===== config.mk =====
export PLATFORM = sky130hd
export DESIGN_NAME = vec_lock_mask_gen
export DESIGN_NICKNAME = d
export VERILOG_FILES = /design/src/rtl/vlm_pkg.sv /design/src/rtl/vlm_iter_map.sv /design/src/rtl/vlm_iter_gate.sv /design/src/rtl/vlm_mask_fold.sv /design/src/rtl/vec_lock_mask_gen.sv
export SDC_FILE = /design/constraint.sdc
export NUM_CORES = 1
export LEC_CHECK = 0
export CELL_PAD_IN_SITES_DETAIL_PLACEMENT = 0
export CELL_PAD_IN_SITES_GLOBAL_PLACEMENT = 1
export CORE_UTILIZATION = 40
export DETAILED_ROUTE_END_ITERATION = 16
export GPL_TIMING_DRIVEN = 0
export PLACE_DENSITY = 0.91
export SYNTH_ARGS = -nofsm -noshare
export SYNTH_HDL_FRONTEND = slang
export SYNTH_HIERARCHICAL = 1
export SYNTH_SLANG_ARGS = --single-unit
export TNS_END_PERCENT = 20

===== constraint.sdc =====
create_clock -name clk -period 3.75 [get_ports clk]
set_input_delay 0.75 -clock clk [delete_from_list [all_inputs] [get_ports clk]]
set_output_delay 0.75 -clock clk [all_outputs]
set_load 0.02 [all_outputs]

===== src/rtl/vlm_pkg.sv =====
// Package: shared sizes and operation classes for the lock mask generator.
// Assumes a register file of single-precision slots grouped in equal banks,
// with a double register taking two adjacent slots.
package vlm_pkg;
    localparam int VLM_NREG    = 32;  // single-precision slots
    localparam int VLM_BANK    = 8;   // slots per vector bank
    localparam int VLM_MAXLEN  = 8;   // longest vector
    localparam int VLM_RF_SP   = 4;   // first source-locked iteration, fast mode, single
    localparam int VLM_RF_DP   = 2;   // first source-locked iteration, fast mode, double

    typedef enum logic [1:0] {
        OPK_ARITH       = 2'd0,
        OPK_STORE_ONE   = 2'd1,
        OPK_STORE_MULTI = 2'd2
    } op_kind_e;

    // Classify a descriptor from its store flags.
    function automatic op_kind_e vlm_classify(input logic st, input logic multi);
        if (!st)        return OPK_ARITH;
        else if (multi) return OPK_STORE_MULTI;
        else            return OPK_STORE_ONE;
    endfunction
endpackage


===== src/rtl/vlm_iter_map.sv =====
// Module: vlm_iter_map
// Maps one base register index to a per-iteration slot mask for every
// possible iteration. Banked mode wraps inside the base's bank; linear mode
// wraps across the whole file. Double precision doubles the stride and sets
// two adjacent bits. Assumes NREG and BANK are powers of two, BANK < NREG.
module vlm_iter_map #(
    parameter int NREG   = vlm_pkg::VLM_NREG,
    parameter int BANK   = vlm_pkg::VLM_BANK,
    parameter int MAXLEN = vlm_pkg::VLM_MAXLEN
) (
    input  logic [$clog2(NREG)-1:0]       base,
    input  logic                          is_double,
    input  logic                          linear,
    output logic [MAXLEN-1:0][NREG-1:0]   iter_mask
);
    localparam int RW = $clog2(NREG);
    localparam int BW = $clog2(BANK);

    logic [RW-1:0] base_s;

    // Convert the base to slot units (double index shifted up by one).
    always_comb begin
        base_s = is_double ? {base[RW-2:0], 1'b0} : base;
    end

    for (genvar it = 0; it < MAXLEN; it++) begin : g_iter
        localparam logic [RW:0] STEP = (RW+1)'(it);
        logic [RW:0]   sum;
        logic [RW-1:0] pos;
        logic [RW-1:0] pos_hi;

        // Slot of this iteration and its mask bit(s).
        always_comb begin
            sum    = {1'b0, base_s} + (is_double ? (STEP << 1) : STEP);
            if (linear) pos = sum[RW-1:0];
            else        pos = {base_s[RW-1:BW], sum[BW-1:0]};
            pos_hi = pos | RW'(1);
            iter_mask[it] = (NREG'(1) << pos)
                          | (is_double ? (NREG'(1) << pos_hi) : '0);
        end
    end
endmodule


===== src/rtl/vlm_iter_gate.sv =====
// Module: vlm_iter_gate
// Decides, per iteration, whether it exists and which of its operands are
// locked: the destination set, the two source operands and the accumulator.
// Assumes len_m1 is the vector length minus one.
module vlm_iter_gate #(
    parameter int MAXLEN = vlm_pkg::VLM_MAXLEN,
    parameter int RF_SP  = vlm_pkg::VLM_RF_SP,
    parameter int RF_DP  = vlm_pkg::VLM_RF_DP
) (
    input  logic [$clog2(MAXLEN)-1:0] len_m1,
    input  vlm_pkg::op_kind_e         kind,
    input  logic                      is_double,
    input  logic                      is_mac,
    input  logic                      is_scalar,
    input  logic                      runfast,
    output logic [MAXLEN-1:0]         en_dst,
    output logic [MAXLEN-1:0]         en_src_a,
    output logic [MAXLEN-1:0]         en_src_b,
    output logic [MAXLEN-1:0]         en_src_d
);
    import vlm_pkg::*;
    localparam int LW = $clog2(MAXLEN);

    logic [LW-1:0] eff_m1;
    logic          arith;

    // Effective iteration count: one for single stores and scalar arithmetic.
    always_comb begin
        arith = (kind == OPK_ARITH);
        case (kind)
            OPK_STORE_ONE:   eff_m1 = '0;
            OPK_STORE_MULTI: eff_m1 = len_m1;
            default:         eff_m1 = is_scalar ? '0 : len_m1;
        endcase
    end

    for (genvar it = 0; it < MAXLEN; it++) begin : g_iter
        localparam int FIRST_SP = RF_SP;
        localparam int FIRST_DP = RF_DP;
        logic active;
        logic keep;

        // Per-iteration enables, applying the fast-mode thresholds.
        always_comb begin
            active = (LW'(it) <= eff_m1);
            keep   = !runfast || (is_double ? (it >= FIRST_DP) : (it >= FIRST_SP));
            case (kind)
                OPK_STORE_ONE:   en_src_a[it] = active && !runfast;
                OPK_STORE_MULTI: en_src_a[it] = active;
                default:         en_src_a[it] = active && keep;
            endcase
            en_src_b[it] = arith && active && keep;
            en_src_d[it] = arith && is_mac && active && keep;
            en_dst[it]   = arith && active;
        end
    end
endmodule


===== src/rtl/vlm_mask_fold.sv =====
// Module: vlm_mask_fold
// ORs together the slot masks of the enabled iterations.
module vlm_mask_fold #(
    parameter int NREG   = vlm_pkg::VLM_NREG,
    parameter int MAXLEN = vlm_pkg::VLM_MAXLEN
) (
    input  logic [MAXLEN-1:0][NREG-1:0] iter_mask,
    input  logic [MAXLEN-1:0]           en,
    output logic [NREG-1:0]             mask
);
    // Union of the selected iteration masks.
    always_comb begin
        mask = '0;
        for (int it = 0; it < MAXLEN; it++) begin
            if (en[it]) mask = mask | iter_mask[it];
        end
    end
endmodule


===== src/rtl/vec_lock_mask_gen.sv =====
// Module: vec_lock_mask_gen
// Decode-stage generator of source and destination lock masks for scalar and
// short-vector operations. Maps the three base indices per iteration, gates
// iterations by length, mode and precision, folds them into two masks and
// registers the result. Synchronous active-low reset. Assumes the descriptor
// is already decoded into the fields on the port list.
module vec_lock_mask_gen #(
    parameter int NREG   = vlm_pkg::VLM_NREG,
    parameter int BANK   = vlm_pkg::VLM_BANK,
    parameter int MAXLEN = vlm_pkg::VLM_MAXLEN,
    parameter int RF_SP  = vlm_pkg::VLM_RF_SP,
    parameter int RF_DP  = vlm_pkg::VLM_RF_DP
) (
    input  logic                        clk,
    input  logic                        rst_n,
    input  logic                        in_valid,
    input  logic [$clog2(NREG)-1:0]     src_a_idx,
    input  logic [$clog2(NREG)-1:0]     src_b_idx,
    input  logic [$clog2(NREG)-1:0]     dst_idx,
    input  logic [$clog2(MAXLEN)-1:0]   len_m1,
    input  logic                        is_double,
    input  logic                        is_mac,
    input  logic                        is_scalar,
    input  logic                        is_store,
    input  logic                        is_multi,
    input  logic                        runfast,
    output logic                        out_valid,
    output logic [NREG-1:0]             src_mask,
    output logic [NREG-1:0]             dst_mask
);
    import vlm_pkg::*;
    localparam int LW = $clog2(MAXLEN);

    op_kind_e                    kind;
    logic                        a_linear;
    logic [MAXLEN-1:0][NREG-1:0] map_a, map_b, map_d;
    logic [MAXLEN-1:0]           en_dst, en_a, en_b, en_d;
    logic [NREG-1:0]             fold_a, fold_b, fold_d_src, fold_dst;
    logic [NREG-1:0]             src_next;

    // Classify the descriptor; only multiple stores walk linearly.
    always_comb begin
        kind     = vlm_classify(is_store, is_multi);
        a_linear = (kind == OPK_STORE_MULTI);
    end

    vlm_iter_map #(.NREG(NREG), .BANK(BANK), .MAXLEN(MAXLEN)) u_map_a (
        .base(src_a_idx), .is_double(is_double), .linear(a_linear), .iter_mask(map_a));
    vlm_iter_map #(.NREG(NREG), .BANK(BANK), .MAXLEN(MAXLEN)) u_map_b (
        .base(src_b_idx), .is_double(is_double), .linear(1'b0), .iter_mask(map_b));
    vlm_iter_map #(.NREG(NREG), .BANK(BANK), .MAXLEN(MAXLEN)) u_map_d (
        .base(dst_idx), .is_double(is_double), .linear(1'b0), .iter_mask(map_d));

    vlm_iter_gate #(.MAXLEN(MAXLEN), .RF_SP(RF_SP), .RF_DP(RF_DP)) u_gate (
        .len_m1(len_m1), .kind(kind), .is_double(is_double), .is_mac(is_mac),
        .is_scalar(is_scalar), .runfast(runfast),
        .en_dst(en_dst), .en_src_a(en_a), .en_src_b(en_b), .en_src_d(en_d));

    vlm_mask_fold #(.NREG(NREG), .MAXLEN(MAXLEN)) u_fold_a (
        .iter_mask(map_a), .en(en_a), .mask(fold_a));
    vlm_mask_fold #(.NREG(NREG), .MAXLEN(MAXLEN)) u_fold_b (
        .iter_mask(map_b), .en(en_b), .mask(fold_b));
    vlm_mask_fold #(.NREG(NREG), .MAXLEN(MAXLEN)) u_fold_dsrc (
        .iter_mask(map_d), .en(en_d), .mask(fold_d_src));
    vlm_mask_fold #(.NREG(NREG), .MAXLEN(MAXLEN)) u_fold_dst (
        .iter_mask(map_d), .en(en_dst), .mask(fold_dst));

    // Combine operand contributions into the source mask.
    always_comb begin
        src_next = fold_a | fold_b | fold_d_src;
    end

    // Output register; masks are cleared when no descriptor is present.
    always_ff @(posedge clk) begin
        if (!rst_n) begin
            out_valid <= 1'b0;
            src_mask  <= '0;
            dst_mask  <= '0;
        end else begin
            out_valid <= in_valid;
            src_mask  <= in_valid ? src_next : '0;
            dst_mask  <= in_valid ? fold_dst : '0;
        end
    end

    // one-cycle latency of the valid flag.
    assert_valid_lag_R1: assert property (@(posedge clk) disable iff (!rst_n)
        $past(rst_n) |-> (out_valid == $past(in_valid)));

    // idle outputs carry no locks.
    assert_idle_clear_R2: assert property (@(posedge clk) disable iff (!rst_n)
        !out_valid |-> (src_mask == '0 && dst_mask == '0));

    // a scalar arithmetic operation writes one register.
    assert_scalar_dst_R5: assert property (@(posedge clk) disable iff (!rst_n)
        ($past(rst_n) && $past(in_valid && !is_store && is_scalar))
        |-> ($countones(dst_mask) == ($past(is_double) ? 2 : 1)));

    // accumulator destinations are source-locked in full-compliance mode.
    assert_mac_dst_in_src_R7: assert property (@(posedge clk) disable iff (!rst_n)
        ($past(rst_n) && $past(in_valid && !is_store && is_mac && !runfast))
        |-> ((dst_mask & ~src_mask) == '0));

    // fast-mode single-precision vectors of four or fewer lock no sources.
    assert_rf_sp_short_R8: assert property (@(posedge clk) disable iff (!rst_n)
        ($past(rst_n) && $past(in_valid && !is_store && !is_double && runfast
                               && (len_m1 < LW'(RF_SP))))
        |-> (src_mask == '0));

    // fast-mode double-precision vectors of two or fewer lock no sources.
    assert_rf_dp_short_R9: assert property (@(posedge clk) disable iff (!rst_n)
        ($past(rst_n) && $past(in_valid && !is_store && is_double && runfast
                               && (len_m1 < LW'(RF_DP))))
        |-> (src_mask == '0));

    // stores never produce destination locks.
    assert_store_no_dst_R10: assert property (@(posedge clk) disable iff (!rst_n)
        ($past(rst_n) && $past(in_valid && is_store)) |-> (dst_mask == '0));

    // a multiple store locks exactly its run of registers.
    assert_multi_count_R11: assert property (@(posedge clk) disable iff (!rst_n)
        ($past(rst_n) && $past(in_valid && is_store && is_multi && !is_double))
        |-> ($countones(src_mask) == 32'($past(len_m1)) + 1));
endmodule


==> results of run 1 <==
-- Yosys cell counts, types with 5 or more instances --
library cell and number:
or2_2 34, mux2i_1 6, o21a_1 5, or3_1 30
nor3_1 244, a21oi_1 53, buf_4 11, clkbuf_1 57
ha_1 42, mux2_2 10, dfxtp_1 65, inv_1 48
a21o_1 16, buf_6 38, o22ai_1 8, o211ai_1 6
o21ai_0 58, a32oi_1 12, xor2_1 10, nand2b_1 34
nand3_1 39, nand2_1 157, nand4_1 131, o22a_1 5
mux2i_4 5, a22oi_1 522, o311a_1 32, a31oi_1 5
buf_1 5, and2_1 26, xnor2_1 56, and3_1 37
nor3_2 23, o21ai_1 16, a211oi_1 6, buf_2 140
nor2_1 582, nor2b_1 26
-- power by group through the flow --
stage | clock network [mW] | registers, mW | logic, mW
CTS | 1.01 | 0.722 | 2.69
finish | 0.983 | 0.722 | 2.94
detailed placement | 0 | 0.737 | 2.59
global placement | 0 | 0.737 | 2.59
global route | 1.03 | 0.723 | 3.04
floorplan | 0 | 0.762 | 1.69
-- cells in the final DEF (no fill, tap or decap), drive strengths merged, types with 30 or more instances in the layout --
master / n
or2: 36
inv: 50
nor2: 583
nand3: 39
buf: 216
a21oi: 53
and3: 39
or3: 30
a22oi: 522
o311a: 32
nor3: 268
o21ai: 76
nand2: 158
nand4: 131
clkbuf: 58
dfxtp: 65
xnor2: 56
ha: 42
clkdlybuf4s50: 80
nand2b: 34
-- sequential cells by signal, summed over array words and instances (netlist names) --
register / flops
dst_mask: 32
src_mask: 32
out_valid: 1
-- per-layer routing --
metal	global-route usage (%)	up-vias	wire, um
li1	-	10300	-
met1	53.9	11200	36700
met2	70.7	1915	43100
met3	7.81	425	10700
met4	29.9	4	8480
met5	0.111	-	25
-- final cells by class --
type	instances	area (um2)	share of cell area, %
Clock buffer	11	253	1.27
Timing Repair Buffer	108	1070	5.37
Multi-Input combinational cell	2319	14800	74.1
Clock inverter	5	85.1	0.427
Sequential cell	65	1300	6.54
Buffer	239	1580	7.93
Tap cell	532	666	3.34
Inverter	51	196	0.987
-- timing repair --
item | in CTS | in global routing
endpoints found under the setup margin | 64 | 37
buffers inserted | 14 | 9
pin swaps | 41 | 37
gates resized for setup | 167 | 119
-- through the flow --
stage / worst slack (ns) / cell area [um2]
2_1_floorplan: 0.119 / 16900
3_3_place_gp: -2.67 / 18400
3_5_place_dp: -2.61 / 18400
4_1_cts: -0.0365 / 19400
5_1_grt: -0.0585 / 19900
6_report: -0.0546 / 19900
-- worst max path at each step --
stage	slack, ns	start	end
global route	-0.06	dst_idx[1]	src_mask[23]$_SDFF_PN0_
detailed placement	-2.61	is_double	src_mask[1]$_SDFF_PN0_
finish	-0.05	is_double	src_mask[23]$_SDFF_PN0_
CTS	-0.04	is_double	src_mask[31]$_SDFF_PN0_
global placement	-2.67	is_double	src_mask[1]$_SDFF_PN0_
floorplan	0.12	is_double	src_mask[25]$_SDFF_PN0_
-- logic make-up (layout without fill, tap and decap cells) --
kind of cell             count (synthesis)  in the layout  share of synthesized area (%)
adder cells (fa/ha/maj)                 42             42                           3.12
flip-flops                              65             65                           7.73
buffers and inverters                  307            414                           10.0
AND/OR/NAND/NOR                       1381           1381                           39.0
multiplexers                            24             24                           1.94
XOR/XNOR                                66             66                           3.43
other                                    1             10                         0.0223
AO/OA/AOI/OAI                          796            796                           34.7
==> results.sh, run 1 <==
export IMPL_vias=23800
export IMPL_utilization_pct=48.3
export IMPL_avgRoutedWirePerCell_um=29.7
export IMPL_synthFlopType="dfxtp_1"
export IMPL_nNetsFinal=2862
export IMPL_cp_top_family="buffers and inverters"
export IMPL_total_power_mw=4.64
export IMPL_dieArea_um2=42900
export IMPL_intPower_mw=2.16
export IMPL_path_clk_slew_ns=0.07
export IMPL_seq_area_frac_synth_pct=7.73
export IMPL_status="finished, violations left"
export IMPL_drc_errors=0
export IMPL_cp_end_kind="flop"
export IMPL_critPathBufInv=8
export IMPL_slew_headroom_pct=23.0
export IMPL_area_growth_pct=18.2
export IMPL_crit_top_cell="buf_8"
export IMPL_p_leak_nw=7.03
export IMPL_tns_ns=-0.129
export IMPL_placedCellCount=3308
export IMPL_netlist_area_leader_share_pct=23.3
export IMPL_htreeDepth=3
export IMPL_tightest_slew_ns=1.14
export IMPL_hp_start="in_valid"
export IMPL_combPwrFrac_pct=63.3
export IMPL_grt_max_degree=14
export IMPL_synth_seq_cells=65
export IMPL_hold_path_class="input port to flop"
export IMPL_grt_pass1_wl_um=142000
export IMPL_maxClockFrequency_mhz=263
export IMPL_cts_hold_buffers=0
export IMPL_drt_total_wl_um=98900
export IMPL_drive_above_1_share_pct=18.2
export IMPL_antenna_found_initial=3
export IMPL_synth_edf_count=0
export IMPL_num_antenna_cells=0
export IMPL_cts_sinks=65
export IMPL_cts_tree="built"
export IMPL_switchingPower_mw=2.48
export IMPL_fin_crit_sh_pct=101
export IMPL_first_global_vias=21300
export IMPL_firstDrtPassIters=9
export IMPL_sequentialPowerShare_pct=15.5
export IMPL_cpPeakStageDelay_ns=0.39
export IMPL_maxSlewViolCount=0
export IMPL_core_region_area_um2=41200
export IMPL_synth_distinct_cells=78
export IMPL_start_util_pct=40.9
export IMPL_portBuffers=85
export IMPL_finalCriticalPeriod_ns=3.80
export IMPL_rsz0062_at_grt="true"
export IMPL_io_pin_count=92
export IMPL_grt_util_all_layers_pct=44.1
export IMPL_rows=74
export IMPL_cp_cell_sequence="buf_16 -> buf_8 -> buf_6 -> buf_8 -> buf_8 -> buf_8 -> nor2_1 -> nor2_4 -> buf_4 -> ha_1 -> clkbuf_2 -> nor2_1 -> nand2_1 -> nor2_1 -> a22oi_1 -> nand4_1 -> o311a_1"
export IMPL_worst_slack_ns=-0.0546
export IMPL_dieWidth_um=207
export IMPL_crit_fanout=12
export IMPL_dp_hpwl_um=78400
export IMPL_crit_cells=17
export IMPL_ys_async_sr_fraction_pct=0
export IMPL_fillers=4269
export IMPL_final_cell_count_no_fill=3330
export IMPL_synth_area_um2=16800
export IMPL_grt_ovfl_total=0
export IMPL_vias_per_cell=7.14
export IMPL_ant_nets=0
export IMPL_yosys_top_cells_area="a22oi_1 23%, nor2_1 13%, dfxtp_1 7.7%"
export IMPL_cts_buffer_depth=2
export IMPL_ys_warn_count=6
export IMPL_failed_checks="negative setup slack"
export IMPL_synthCells=2682
export IMPL_ir_worst_vdd_mv=0.201
export IMPL_cp_slowest_cell="o311a_1"
export IMPL_crit_path_start_kind="input port"
export IMPL_holdPathEnd="dst_mask[31]$_SDFF_PN0_"
export IMPL_synth_top_area_cell="a22oi_1"
export IMPL_gp_congestion=1.16
export IMPL_cp_arrival_ns=4.07
export IMPL_switching_share_pct=53.5
export IMPL_dr_first_iter_drc_count=4191
export IMPL_cts_root_buf="clkbuf_16"
export IMPL_hold_depth=2
export IMPL_die_y_um=207
export IMPL_crit_type="input port to flop"
export IMPL_cts_buffers=9
export IMPL_hold_ws_ns=0.757
export IMPL_syn_area_per_cell_um2=6.28
export IMPL_hold_viol_final=0
export IMPL_clkPwrFrac_pct=21.2
export IMPL_crit_required_ns=4.01
export IMPL_setup_viol=5
export IMPL_drv_cap=0
export IMPL_cellPowerDensity_nw_per_um2=233
Note: power is estimated with default switching activity, not from simulation.
==> run 2: changes to the inputs <==
==> constraint.sdc (replaced) <==
create_clock -name clk -period 3.75 [get_ports clk]
set_input_delay 0.75 -clock clk [delete_from_list [all_inputs] [get_ports clk]]
set_output_delay 0.75 -clock clk [all_outputs]
set_load 0.05 [all_outputs]
==> results of run 2 <==
The final DEF is identical to that of run 1. Status: finished, violations left: negative setup slack.
Main changes from that run: total power 4.64 mW -> 4.69 mW; worst IR drop on VDD 0.201 mV -> 0.202 mV
